`src/rtl/i2c_regfront_pkg.sv`:
```
package i2c_regfront_pkg;
    localparam int WORD_IDX_W = 6;

    localparam logic [WORD_IDX_W-1:0] WI_SETUP  = 6'h00;
    localparam logic [WORD_IDX_W-1:0] WI_SPEED  = 6'h01;
    localparam logic [WORD_IDX_W-1:0] WI_QCTL   = 6'h03;
    localparam logic [WORD_IDX_W-1:0] WI_CMD    = 6'h0C;
    localparam logic [WORD_IDX_W-1:0] WI_IRQEN  = 6'h0E;
    localparam logic [WORD_IDX_W-1:0] WI_IRQST  = 6'h0F;
    localparam logic [WORD_IDX_W-1:0] WI_TXQ    = 6'h10;
    localparam logic [WORD_IDX_W-1:0] WI_RXQ    = 6'h11;

    // index into the compact 3-bit interrupt vector
    localparam int IV_DONE = 0;  // word bit 28
    localparam int IV_THR  = 1;  // word bit 30
    localparam int IV_FULL = 2;  // word bit 31

    localparam int TXQ_W = 9;    // {last, byte}
    localparam int RXQ_W = 11;   // {stat[1:0], pecerr, byte}
endpackage

```
`src/rtl/i2c_regfront_fifo.sv`:
```
module i2c_regfront_fifo #(
    parameter int W     = 9,
    parameter int DEPTH = 64,
    localparam int CW   = $clog2(DEPTH + 1)
) (
    input  logic          clk,
    input  logic          rst_n,
    input  logic          flush,
    input  logic          push,
    input  logic [W-1:0]  wdata,
    input  logic          pop,
    output logic [W-1:0]  rdata,
    output logic [CW-1:0] count,
    output logic          full,
    output logic          empty
);
    localparam int AW = (DEPTH > 1) ? $clog2(DEPTH) : 1;

    typedef struct packed {
        logic [AW-1:0] wp;
        logic [AW-1:0] rp;
        logic [CW-1:0] cnt;
    } qstate_t;

    qstate_t q_q, q_d;
    logic [W-1:0] mem_q [DEPTH];
    logic do_push, do_pop;

    function automatic logic [AW-1:0] bump(input logic [AW-1:0] p);
        return (p == AW'(DEPTH - 1)) ? '0 : p + 1'b1;
    endfunction

    assign full    = (q_q.cnt == CW'(DEPTH));
    assign empty   = (q_q.cnt == '0);
    assign count   = q_q.cnt;
    assign rdata   = mem_q[q_q.rp];
    assign do_push = push & ~full & ~flush;
    assign do_pop  = pop & ~empty & ~flush;

    always_comb begin
        q_d = q_q;
        if (flush) begin
            q_d = '0;
        end else begin
            if (do_push) q_d.wp = bump(q_q.wp);
            if (do_pop)  q_d.rp = bump(q_q.rp);
            case ({do_push, do_pop})
                2'b10:   q_d.cnt = q_q.cnt + 1'b1;
                2'b01:   q_d.cnt = q_q.cnt - 1'b1;
                default: q_d.cnt = q_q.cnt;
            endcase
        end
    end

    always_ff @(posedge clk or negedge rst_n) begin
        if (!rst_n) q_q <= '0;
        else        q_q <= q_d;
    end

    always_ff @(posedge clk) begin
        if (do_push) mem_q[q_q.wp] <= wdata;
    end

    assert_no_overflow_R4: assert property (@(posedge clk) disable iff (!rst_n)
        q_q.cnt <= CW'(DEPTH));
    assert_full_drop_R4: assert property (@(posedge clk) disable iff (!rst_n)
        (full && push && !pop && !flush) |=> (q_q.cnt == $past(q_q.cnt)));
    assert_empty_pop_R6: assert property (@(posedge clk) disable iff (!rst_n)
        (empty && pop && !push) |=> empty);
    assert_flush_empties_R7: assert property (@(posedge clk) disable iff (!rst_n)
        flush |=> empty);
endmodule

```
`src/rtl/i2c_regfront_csr.sv`:
```
module i2c_regfront_csr
    import i2c_regfront_pkg::*;
#(
    parameter int CW = 7,
    parameter int DEPTH = 64
) (
    input  logic          clk,
    input  logic          rst_n,
    input  logic          bus_wr,
    input  logic          bus_rd,
    input  logic [7:0]    bus_addr,
    input  logic [31:0]   bus_wdata,
    output logic [31:0]   bus_rdata,
    output logic          irq,
    output logic          eng_enable,
    output logic [3:0]    eng_retry,
    output logic          eng_fast,
    output logic          eng_start,
    output logic [3:0]    eng_proto,
    output logic          eng_pec,
    output logic [7:0]    eng_rd_cnt,
    input  logic          eng_done,
    input  logic [2:0]    eng_result,
    output logic          txq_push,
    output logic [TXQ_W-1:0] txq_wdata,
    output logic          txq_flush,
    output logic          rxq_pop,
    output logic          rxq_flush,
    input  logic [RXQ_W-1:0] rxq_head,
    input  logic [CW-1:0] rxq_count,
    input  logic          rxq_full,
    input  logic          rxq_empty
);
    typedef struct packed {
        logic        srst;
        logic        en;
        logic [3:0]  retry;
        logic        fast;
        logic [5:0]  thld;
        logic        busy;
        logic [2:0]  result;
        logic [3:0]  proto;
        logic        pec;
        logic [7:0]  rdcnt;
        logic [2:0]  ie;
        logic [2:0]  is;
        logic [31:0] rdata;
    } csr_t;

    csr_t r_q, r_d;
    logic [WORD_IDX_W-1:0] widx;
    logic [31:0] rword;
    logic [2:0]  st_set, st_clr;
    logic        flush_rx_w, flush_tx_w;

    assign widx = bus_addr[7:2];
    wire unused_addr_lsb = ^bus_addr[1:0];

    always_comb begin
        rword = '0;
        case (widx)
            WI_SETUP: begin
                rword[31]    = r_q.srst;
                rword[30]    = r_q.en;
                rword[19:16] = r_q.retry;
            end
            WI_SPEED: rword[31] = r_q.fast;
            WI_QCTL: begin
                rword[16 +: CW] = rxq_count;
                rword[13:8]     = r_q.thld;
            end
            WI_CMD: begin
                rword[31]    = r_q.busy;
                rword[27:25] = r_q.result;
                rword[12:9]  = r_q.proto;
                rword[8]     = r_q.pec;
                rword[7:0]   = r_q.rdcnt;
            end
            WI_IRQEN: begin
                rword[31] = r_q.ie[IV_FULL];
                rword[30] = r_q.ie[IV_THR];
                rword[28] = r_q.ie[IV_DONE];
            end
            WI_IRQST: begin
                rword[31] = r_q.is[IV_FULL];
                rword[30] = r_q.is[IV_THR];
                rword[28] = r_q.is[IV_DONE];
            end
            WI_RXQ: begin
                if (!rxq_empty) begin
                    rword[31:30] = rxq_head[10:9];
                    rword[29]    = rxq_head[8];
                    rword[7:0]   = rxq_head[7:0];
                end
            end
            default: rword = '0;
        endcase
    end

    always_comb begin
        r_d        = r_q;
        st_set     = '0;
        st_clr     = '0;
        flush_rx_w = 1'b0;
        flush_tx_w = 1'b0;
        txq_push   = 1'b0;
        txq_wdata  = {bus_wdata[31], bus_wdata[7:0]};
        rxq_pop    = 1'b0;

        if (bus_wr) begin
            case (widx)
                WI_SETUP: begin
                    r_d.srst  = bus_wdata[31];
                    r_d.en    = bus_wdata[30];
                    r_d.retry = bus_wdata[19:16];
                end
                WI_SPEED: r_d.fast = bus_wdata[31];
                WI_QCTL: begin
                    flush_rx_w = bus_wdata[31];
                    flush_tx_w = bus_wdata[30];
                    r_d.thld   = bus_wdata[13:8];
                end
                WI_CMD: begin
                    if (!r_q.busy && !r_q.srst) begin
                        r_d.busy  = bus_wdata[31];
                        r_d.proto = bus_wdata[12:9];
                        r_d.pec   = bus_wdata[8];
                        r_d.rdcnt = bus_wdata[7:0];
                    end
                end
                WI_IRQEN: r_d.ie = {bus_wdata[31], bus_wdata[30], bus_wdata[28]};
                WI_IRQST: st_clr = {bus_wdata[31], bus_wdata[30], bus_wdata[28]};
                WI_TXQ:   txq_push = 1'b1;
                default: ;
            endcase
        end

        if (r_q.busy && eng_done) begin
            r_d.busy        = 1'b0;
            r_d.result      = eng_result;
            st_set[IV_DONE] = 1'b1;
        end
        st_set[IV_THR]  = int'(rxq_count) > int'(r_q.thld);
        st_set[IV_FULL] = rxq_full;
        r_d.is = (r_q.is & ~st_clr) | st_set;

        if (bus_rd) begin
            r_d.rdata = rword;
            if (widx == WI_RXQ && !rxq_empty) rxq_pop = 1'b1;
        end

        if (r_q.srst) begin
            r_d.is   = '0;
            r_d.busy = 1'b0;
        end
    end

    always_ff @(posedge clk or negedge rst_n) begin
        if (!rst_n) r_q <= '0;
        else        r_q <= r_d;
    end

    assign txq_flush  = flush_tx_w | r_q.srst;
    assign rxq_flush  = flush_rx_w | r_q.srst;
    assign bus_rdata  = r_q.rdata;
    assign irq        = |(r_q.is & r_q.ie);
    assign eng_enable = r_q.en;
    assign eng_retry  = r_q.retry;
    assign eng_fast   = r_q.fast;
    assign eng_start  = r_q.busy;
    assign eng_proto  = r_q.proto;
    assign eng_pec    = r_q.pec;
    assign eng_rd_cnt = r_q.rdcnt;

    assert_done_clears_R9: assert property (@(posedge clk) disable iff (!rst_n)
        (r_q.busy && eng_done && !r_q.srst) |=> (!r_q.busy && r_q.is[IV_DONE]));
    assert_start_sets_R8: assert property (@(posedge clk) disable iff (!rst_n)
        (bus_wr && widx == WI_CMD && bus_wdata[31] && !r_q.busy && !r_q.srst)
        |=> r_q.busy);
    assert_busy_locks_cmd_R8: assert property (@(posedge clk) disable iff (!rst_n)
        (r_q.busy && !eng_done) |=> ($stable(r_q.proto) && $stable(r_q.rdcnt)));
    assert_srst_holds_R13: assert property (@(posedge clk) disable iff (!rst_n)
        r_q.srst |=> (r_q.is == '0 && !r_q.busy));
    assert_full_flag_R10: assert property (@(posedge clk) disable iff (!rst_n)
        (rxq_full && !r_q.srst) |=> r_q.is[IV_FULL]);
endmodule

```
`src/rtl/i2c_regfront.sv`:
```
module i2c_regfront
    import i2c_regfront_pkg::*;
#(
    parameter int QDEPTH = 64
) (
    input  logic        clk,
    input  logic        rst_n,
    input  logic        bus_wr,
    input  logic        bus_rd,
    input  logic [7:0]  bus_addr,
    input  logic [31:0] bus_wdata,
    output logic [31:0] bus_rdata,
    output logic        irq,
    output logic        eng_enable,
    output logic [3:0]  eng_retry,
    output logic        eng_fast,
    output logic        eng_start,
    output logic [3:0]  eng_proto,
    output logic        eng_pec,
    output logic [7:0]  eng_rd_cnt,
    input  logic        eng_done,
    input  logic [2:0]  eng_result,
    output logic        eng_tx_valid,
    output logic [7:0]  eng_tx_data,
    output logic        eng_tx_last,
    input  logic        eng_tx_pop,
    input  logic        eng_rx_push,
    input  logic [7:0]  eng_rx_data,
    input  logic [1:0]  eng_rx_stat,
    input  logic        eng_rx_pecerr
);
    localparam int CW = $clog2(QDEPTH + 1);

    logic             txq_push, txq_flush, rxq_pop, rxq_flush;
    logic [TXQ_W-1:0] txq_wdata, txq_head;
    logic [RXQ_W-1:0] rxq_head;
    logic [CW-1:0]    txq_count, rxq_count;
    logic             txq_full, txq_empty, rxq_full, rxq_empty;

    i2c_regfront_csr #(.CW(CW), .DEPTH(QDEPTH)) u_csr (
        .clk, .rst_n, .bus_wr, .bus_rd, .bus_addr, .bus_wdata, .bus_rdata, .irq,
        .eng_enable, .eng_retry, .eng_fast, .eng_start, .eng_proto, .eng_pec,
        .eng_rd_cnt, .eng_done, .eng_result,
        .txq_push, .txq_wdata, .txq_flush, .rxq_pop, .rxq_flush,
        .rxq_head, .rxq_count, .rxq_full, .rxq_empty
    );

    i2c_regfront_fifo #(.W(TXQ_W), .DEPTH(QDEPTH)) u_txq (
        .clk, .rst_n, .flush(txq_flush), .push(txq_push), .wdata(txq_wdata),
        .pop(eng_tx_pop), .rdata(txq_head), .count(txq_count),
        .full(txq_full), .empty(txq_empty)
    );

    i2c_regfront_fifo #(.W(RXQ_W), .DEPTH(QDEPTH)) u_rxq (
        .clk, .rst_n, .flush(rxq_flush), .push(eng_rx_push),
        .wdata({eng_rx_stat, eng_rx_pecerr, eng_rx_data}),
        .pop(rxq_pop), .rdata(rxq_head), .count(rxq_count),
        .full(rxq_full), .empty(rxq_empty)
    );

    wire unused_txq = ^{txq_count, txq_full};

    assign eng_tx_valid = ~txq_empty;
    assign eng_tx_data  = txq_head[7:0];
    assign eng_tx_last  = txq_head[8];
endmodule

```
`config.mk`:
```
export PLATFORM = sky130hd
export DESIGN_NAME = i2c_regfront
export DESIGN_NICKNAME = d
export VERILOG_FILES = /design/src/rtl/i2c_regfront_pkg.sv /design/src/rtl/i2c_regfront_fifo.sv /design/src/rtl/i2c_regfront_csr.sv /design/src/rtl/i2c_regfront.sv
export SDC_FILE = /design/constraint.sdc
export NUM_CORES = 1
export LEC_CHECK = 0
export ABC_AREA = 1
export CORE_MARGIN = 2
export CORE_UTILIZATION = 32
export CTS_BUF_LIST = sky130_fd_sc_hd__clkbuf_4
export CTS_CLUSTER_DIAMETER = 40
export DETAILED_ROUTE_END_ITERATION = 7
export SLEW_MARGIN = 25
export SYNTH_ARGS = -nofsm -noshare
export SYNTH_HDL_FRONTEND = slang
export SYNTH_HIERARCHICAL = 1
export SYNTH_SLANG_ARGS = --single-unit
```
`constraint.sdc`:
```
create_clock -name clk -period 3.2 [get_ports clk]
set_input_delay 0.64 -clock clk [delete_from_list [all_inputs] [get_ports clk]]
set_output_delay 0.64 -clock clk [all_outputs]
set_load 0.01 [all_outputs]
```
-- Yosys cells after proc, flatten, opt, wreduce, memory -nomap -nowiden
Memories as Yosys holds them, arrays and structs flattened.
Index checks and enable logic that the tools add are counted.
- register bits after elaboration: 102
- RAM bits: 1280
- input bits: 61
- output and inout port bits: 63
- word-level logic and storage cells: 137
- memories: 2
- add/sub/neg operators: 8
- order comparisons: 1
- eq/ne operators: 17
- multiplexer cells: 45
- bitwise operators: 20
- reductions and logical operators: 25
- memories (name ; depth ; width ; rd ports ; clocked after memory_dff ; write ports ; RTL line ; RTL):
    u_rxq.mem_q ; 64 ; 11 ; 1 ; 0 ; 1 ; i2c_regfront_fifo.sv:26 ; logic [W-1:0] mem_q [DEPTH];
    u_txq.mem_q ; 64 ; 9 ; 1 ; 0 ; 1 ; i2c_regfront_fifo.sv:26 ;
- operator list (cell ; number):
    $mux W6 ; 8
    $mux W19 ; 2
    $pmux W7 S2 ; 2
    $add A6 B1 Y6 const B ; 4
    $eq A6 B6 Y1 const B ; 4
    $mux W1 ; 19
    $eq A6 B4 Y1 const B ; 3
    $mux W3 ; 6
    $pmux W8 S2 ; 1
    $reduce_bool A3 Y1 ; 5
    $add A7 B1 Y7 const B ; 2
    $eq A7 B7 Y1 const B ; 2
    $logic_not A7 Y1 ; 2
    $sub A7 B1 Y7 const B ; 2
    $eq A6 B5 Y1 const B ; 2
    $pmux W5 S2 ; 1
    $and A1 B1 Y1 ; 8
    $mux W8 ; 1
    $pmux W4 S2 ; 1
    $reduce_and A2 Y1 ; 4
    $reduce_bool A2 Y1 ; 4
    $gt A7 B6 Y1 ; 1
    $and A3 B3 Y3 ; 2
    $eq A6 B1 Y1 const B ; 1
    other kinds (16) ; 29

-- Logic depth before layout (Yosys ltp)
- depth after elaboration: 10
- depth in mapped cells: 18
- gate-level depth less buffers: 18

-- Modules after synthesis
Netlist, hierarchy kept.
- modules (own cells, without submodules) (module ; instances ; cells an instance ; area each (um^2) ; sequential area each (um^2)):
    i2c_regfront_fifo at u_rxq ; 1 ; 2488 ; 29645.9 ; 21615.7
    i2c_regfront_fifo at u_txq ; 1 ; 2083 ; 24713.7 ; 17772.0
    i2c_regfront_csr ; 1 ; 447 ; 3633.5 ; 1601.5
    i2c_regfront ; 1 ; 1 ; 3.8 ; 0.0

-- Worst setup path after synthesis
Ideal clock, no wire load.
- path kind: input to register
- start: input port bus_wr
- end: memory u_rxq/mem_q[12][0] (netlist name), enable pin
- library setup time: 0.378 ns
- arrival: 2.546 ns
- data required time: 2.822 ns
- slack: 0.275 ns
- stages on the path: 11
- path buffers: 3
- cell sequence: buf_4 inv_1 or2_4 buf_6 o21ai_2 inv_1 nand3_2 inv_1 buf_4 nand4_1 nor2_1
- word-level cells in the longest chain between the ends: 6
- ends and longest elaborated chain (what ; RTL line ; RTL):
    start: declaration ; i2c_regfront.sv:8 ; input logic bus_wr,
    $mux W1 ; i2c_regfront_csr.sv:110 ; if (bus_wr) begin
    $or A1 B1 Y1 ; i2c_regfront_csr.sv:164 ; assign rxq_flush = flush_rx_w | r_q.srst;
    named net rxq_flush ; i2c_regfront.sv:34 ; logic txq_push, txq_flush, rxq_pop, rxq_flush;
    $not A1 Y1 ; i2c_regfront_fifo.sv:37 ; assign do_push = push & ~full & ~flush;
    $and A1 B1 Y1 ; i2c_regfront_fifo.sv:37 ;
    $mux W1 ; i2c_regfront_fifo.sv:61 ; if (do_push) mem_q[q_q.wp] <= wdata;
    $mux W1 (implied by the code) ; i2c_regfront_fifo.sv:61 ;
    end: declaration ; i2c_regfront_fifo.sv:26 ;
The timed path passes the listed nets, and every way through them passes these cells.

-- Worst setup path in the final report
- start: register u_txq/q_q[7] (netlist name)
- end: output port eng_tx_data[4]
- word-level cells in the longest chain between the ends: 1
- ends and longest elaborated chain (what ; RTL line ; RTL):
    start: declaration ; i2c_regfront_fifo.sv:25 ; qstate_t q_q, q_d;
    start signal: assignment ; i2c_regfront_fifo.sv:57 ; else q_q <= q_d;
    $mem_v2 Z64 W9 ; - ;
    end: declaration ; i2c_regfront.sv:24 ; output logic [7:0] eng_tx_data,
Every way passes these cells.

==> impl_results.md <==
* IO Pins at 124
* Total CTS buffers at 349
* Global-route wire length before repair at 240 mm
* Final GP Congestion at 0.854
* Cells after Synth at 5011
* Worst EP required at 2.56 ns
* Mapped Area at 0.0579 sq mm
* Mean area per synthesized cell at 11.6 sq um
* Final min period at 4.01 ns
* Rel. slew slack at 0.297
* Final net count at 5582
* Area growth syn-to-layout at 19.2%
* DR vias at 39.8k
* Longest Clk Path Bufs at 4
* Port Buffers at 106
* Final hold slack at 0.170 ns
* Leakage at 25.9 nW
* DIE AREA at 0.184 sq mm
* Crit. End Element: output port
* Worst Skew at 0.0948 ns
* Filler cells at 17.4k
* Critical Path AT at 3.37 ns
* Most common cell after layout, fill and taps aside: nand2_1
* Initial antenna violation count at 5
* Die height at 430 microns
* Hold Crit Class: input pin to register
* Worst vdd ir at 390 uV
* CP Class: register to output port
* Later-pin clock latency in the skew report at 1.29 ns
* Routed WL per cell at 19.8 microns
* Most frequent cells in the layout: nand2_1 (1744), edfxtp_1 (1280), nand3_1 (596)
* Status: finished, violations left
* Final setup viols at 9
* Vias in the first global route at 39.3k
* Core area at 0.180 sq mm
* CTS tree: built
* Worst Tran Pin Value at 1.05 ns
* Maxcap violations at 0
* Failing checks: negative setup slack
* RSZ-0062 raised after global routing: yes
* Clock sink count at 1382
* Hold Fails Final Rpt at 0
* Fin. max-slew vios at 0
* Largest net degree at the start of global routing at 105
* DRC Markers at 0
* Worst path cell trace: buf_12 > clkinv_16 > buf_12 > clkbuf_16 > a21boi_0 > o211ai_1 > nand3_2 > nand2_1 > nand2_1 > nand2_2 > buf_6
* Vias/cell at 4.92
* Synth warn at 6
* Hpwl dp at 93.4 mm
* H-tree Lvls at 5
* Layout cell share with drive strength beyond 1 at 0.187
* Worst-path fanout max at 7
* Max incr delay on CP at 0.57 ns
* Num rows at 156
* FMAX at 249 MHz
* DIE WIDTH at 430 microns
* Cell area power density at 685 mW/mm^2
* Number of routed nets with antenna violations at 0
* Critical path startpoint category: register
* Initial Util at 0.321
* Initial drt markers at 3732
* Clock Pin Slew Worst Setup and Hold Paths at 0.07 ns
* Pre-CTS setup slack at -0.559 ns
* Tcrit/Tclk final at 1.25
* Root Buffer: clkbuf_4
* Global route overflow at 0
* Total Routing Usage GR at 0.170
* Final wirelength at 160 mm
* PnR worst setup slack at -0.813 ns
* Drt pass-1 iters at 6
* Slowest CP cell: dfrtp_4
through the flow:
stage	TNS (ns)	power, W	area (sq um)	std cells	utilization
finish	-6.92	0.0473	69100	8086	0.383
global route	-7.90	0.0496	69100	8086	0.383
CTS	-7.81	0.0472	68700	8076	0.381
detailed placement	-259.62	0.0311	63000	7436	0.349
global placement	-220.17	0.0310	63000	7436	0.349
floorplan	0	0.0269	58000	5014	-
final timing paths:
check / slack [ns] / to / start / cells past startpoint
max: -0.81 / eng_tx_data[4] / u_txq/q_q[7] / 11
min: 0.17 / u_csr/eng_enable / bus_wdata[30] / 3
max reg2reg: 0.31 / u_rxq/count[3] / u_rxq/count[6] / 16
min reg2reg: 0.48 / u_csr/bus_rdata[6] / u_csr/bus_rdata[6] / 2
max in group asynchronous: 2.08 / u_csr/bus_rdata[10] / rst_n / 4
min in group asynchronous: 0.51 / u_csr/r_q[53] / rst_n / 3
metal layers:
metal | up-vias | global-route usage | routed length (microns)
li1 | 18700 | - | -
met1 | 19400 | 0.224 | 67000
met2 | 1491 | 0.276 | 77500
met3 | 276 | 0.0319 | 11000
met4 | 4 | 0.0667 | 4810
met5 | - | 0 | 34
registers in the layout, indices dropped and copies added, names as in the netlist:
name and flops:
u_csr/eng_proto 4, u_rxq/q_q 12, u_csr/eng_pec 1, u_csr/eng_enable 1, u_csr/bus_rdata 28, u_csr/eng_start 1
u_csr/eng_retry 4, u_txq/q_q 12, u_rxq/count 7, u_rxq/mem_q 704, u_csr/eng_fast 1, u_txq/count 7
u_txq/mem_q 576, u_csr/r_q 16, u_csr/eng_rd_cnt 8
power by group:
part	switching [W]	total (W)	internal, W
registers	0.000299	0.0204	0.0201
clock network	0.00684	0.0140	0.00720
logic	0.00798	0.0129	0.00492
total	0.0151	0.0473	0.0322
area by class of cell:
type / instances / area (sq um) / share of cell area
diodes: 5 / 12.5 / 0.000181
clock buffers: 502 / 3770 / 0.0546
clock inverters: 61 / 269 / 0.00389
inverters: 96 / 383 / 0.00554
multi-input cells: 3198 / 15300 / 0.222
flip-flops and latches: 1382 / 41000 / 0.594
well taps: 2370 / 2970 / 0.0429
repair buffers: 471 / 5330 / 0.0772
repair inverters: 1 / 30.0 / 0.000435
what timing repair did:
action | CTS | global route
pin swaps | 66 | 53
gates cloned | 19 | 5
resized for setup | 170 | 67
setup endpoints to repair | 11 | 13
hold endpoints to repair | 820 | 0
hold buffers | 35 | 0
buffers inserted | 23 | 2
worst max-delay path: cells and delay by family (launching register included):
family,cells,cell delay (ns)
and+or+nand+nor,4,0.44
AOI/OAI and AO/OA,2,0.44
DFF,1,0.57
buffers and inverters,5,0.66
Power figures use the tool's default switching activity.
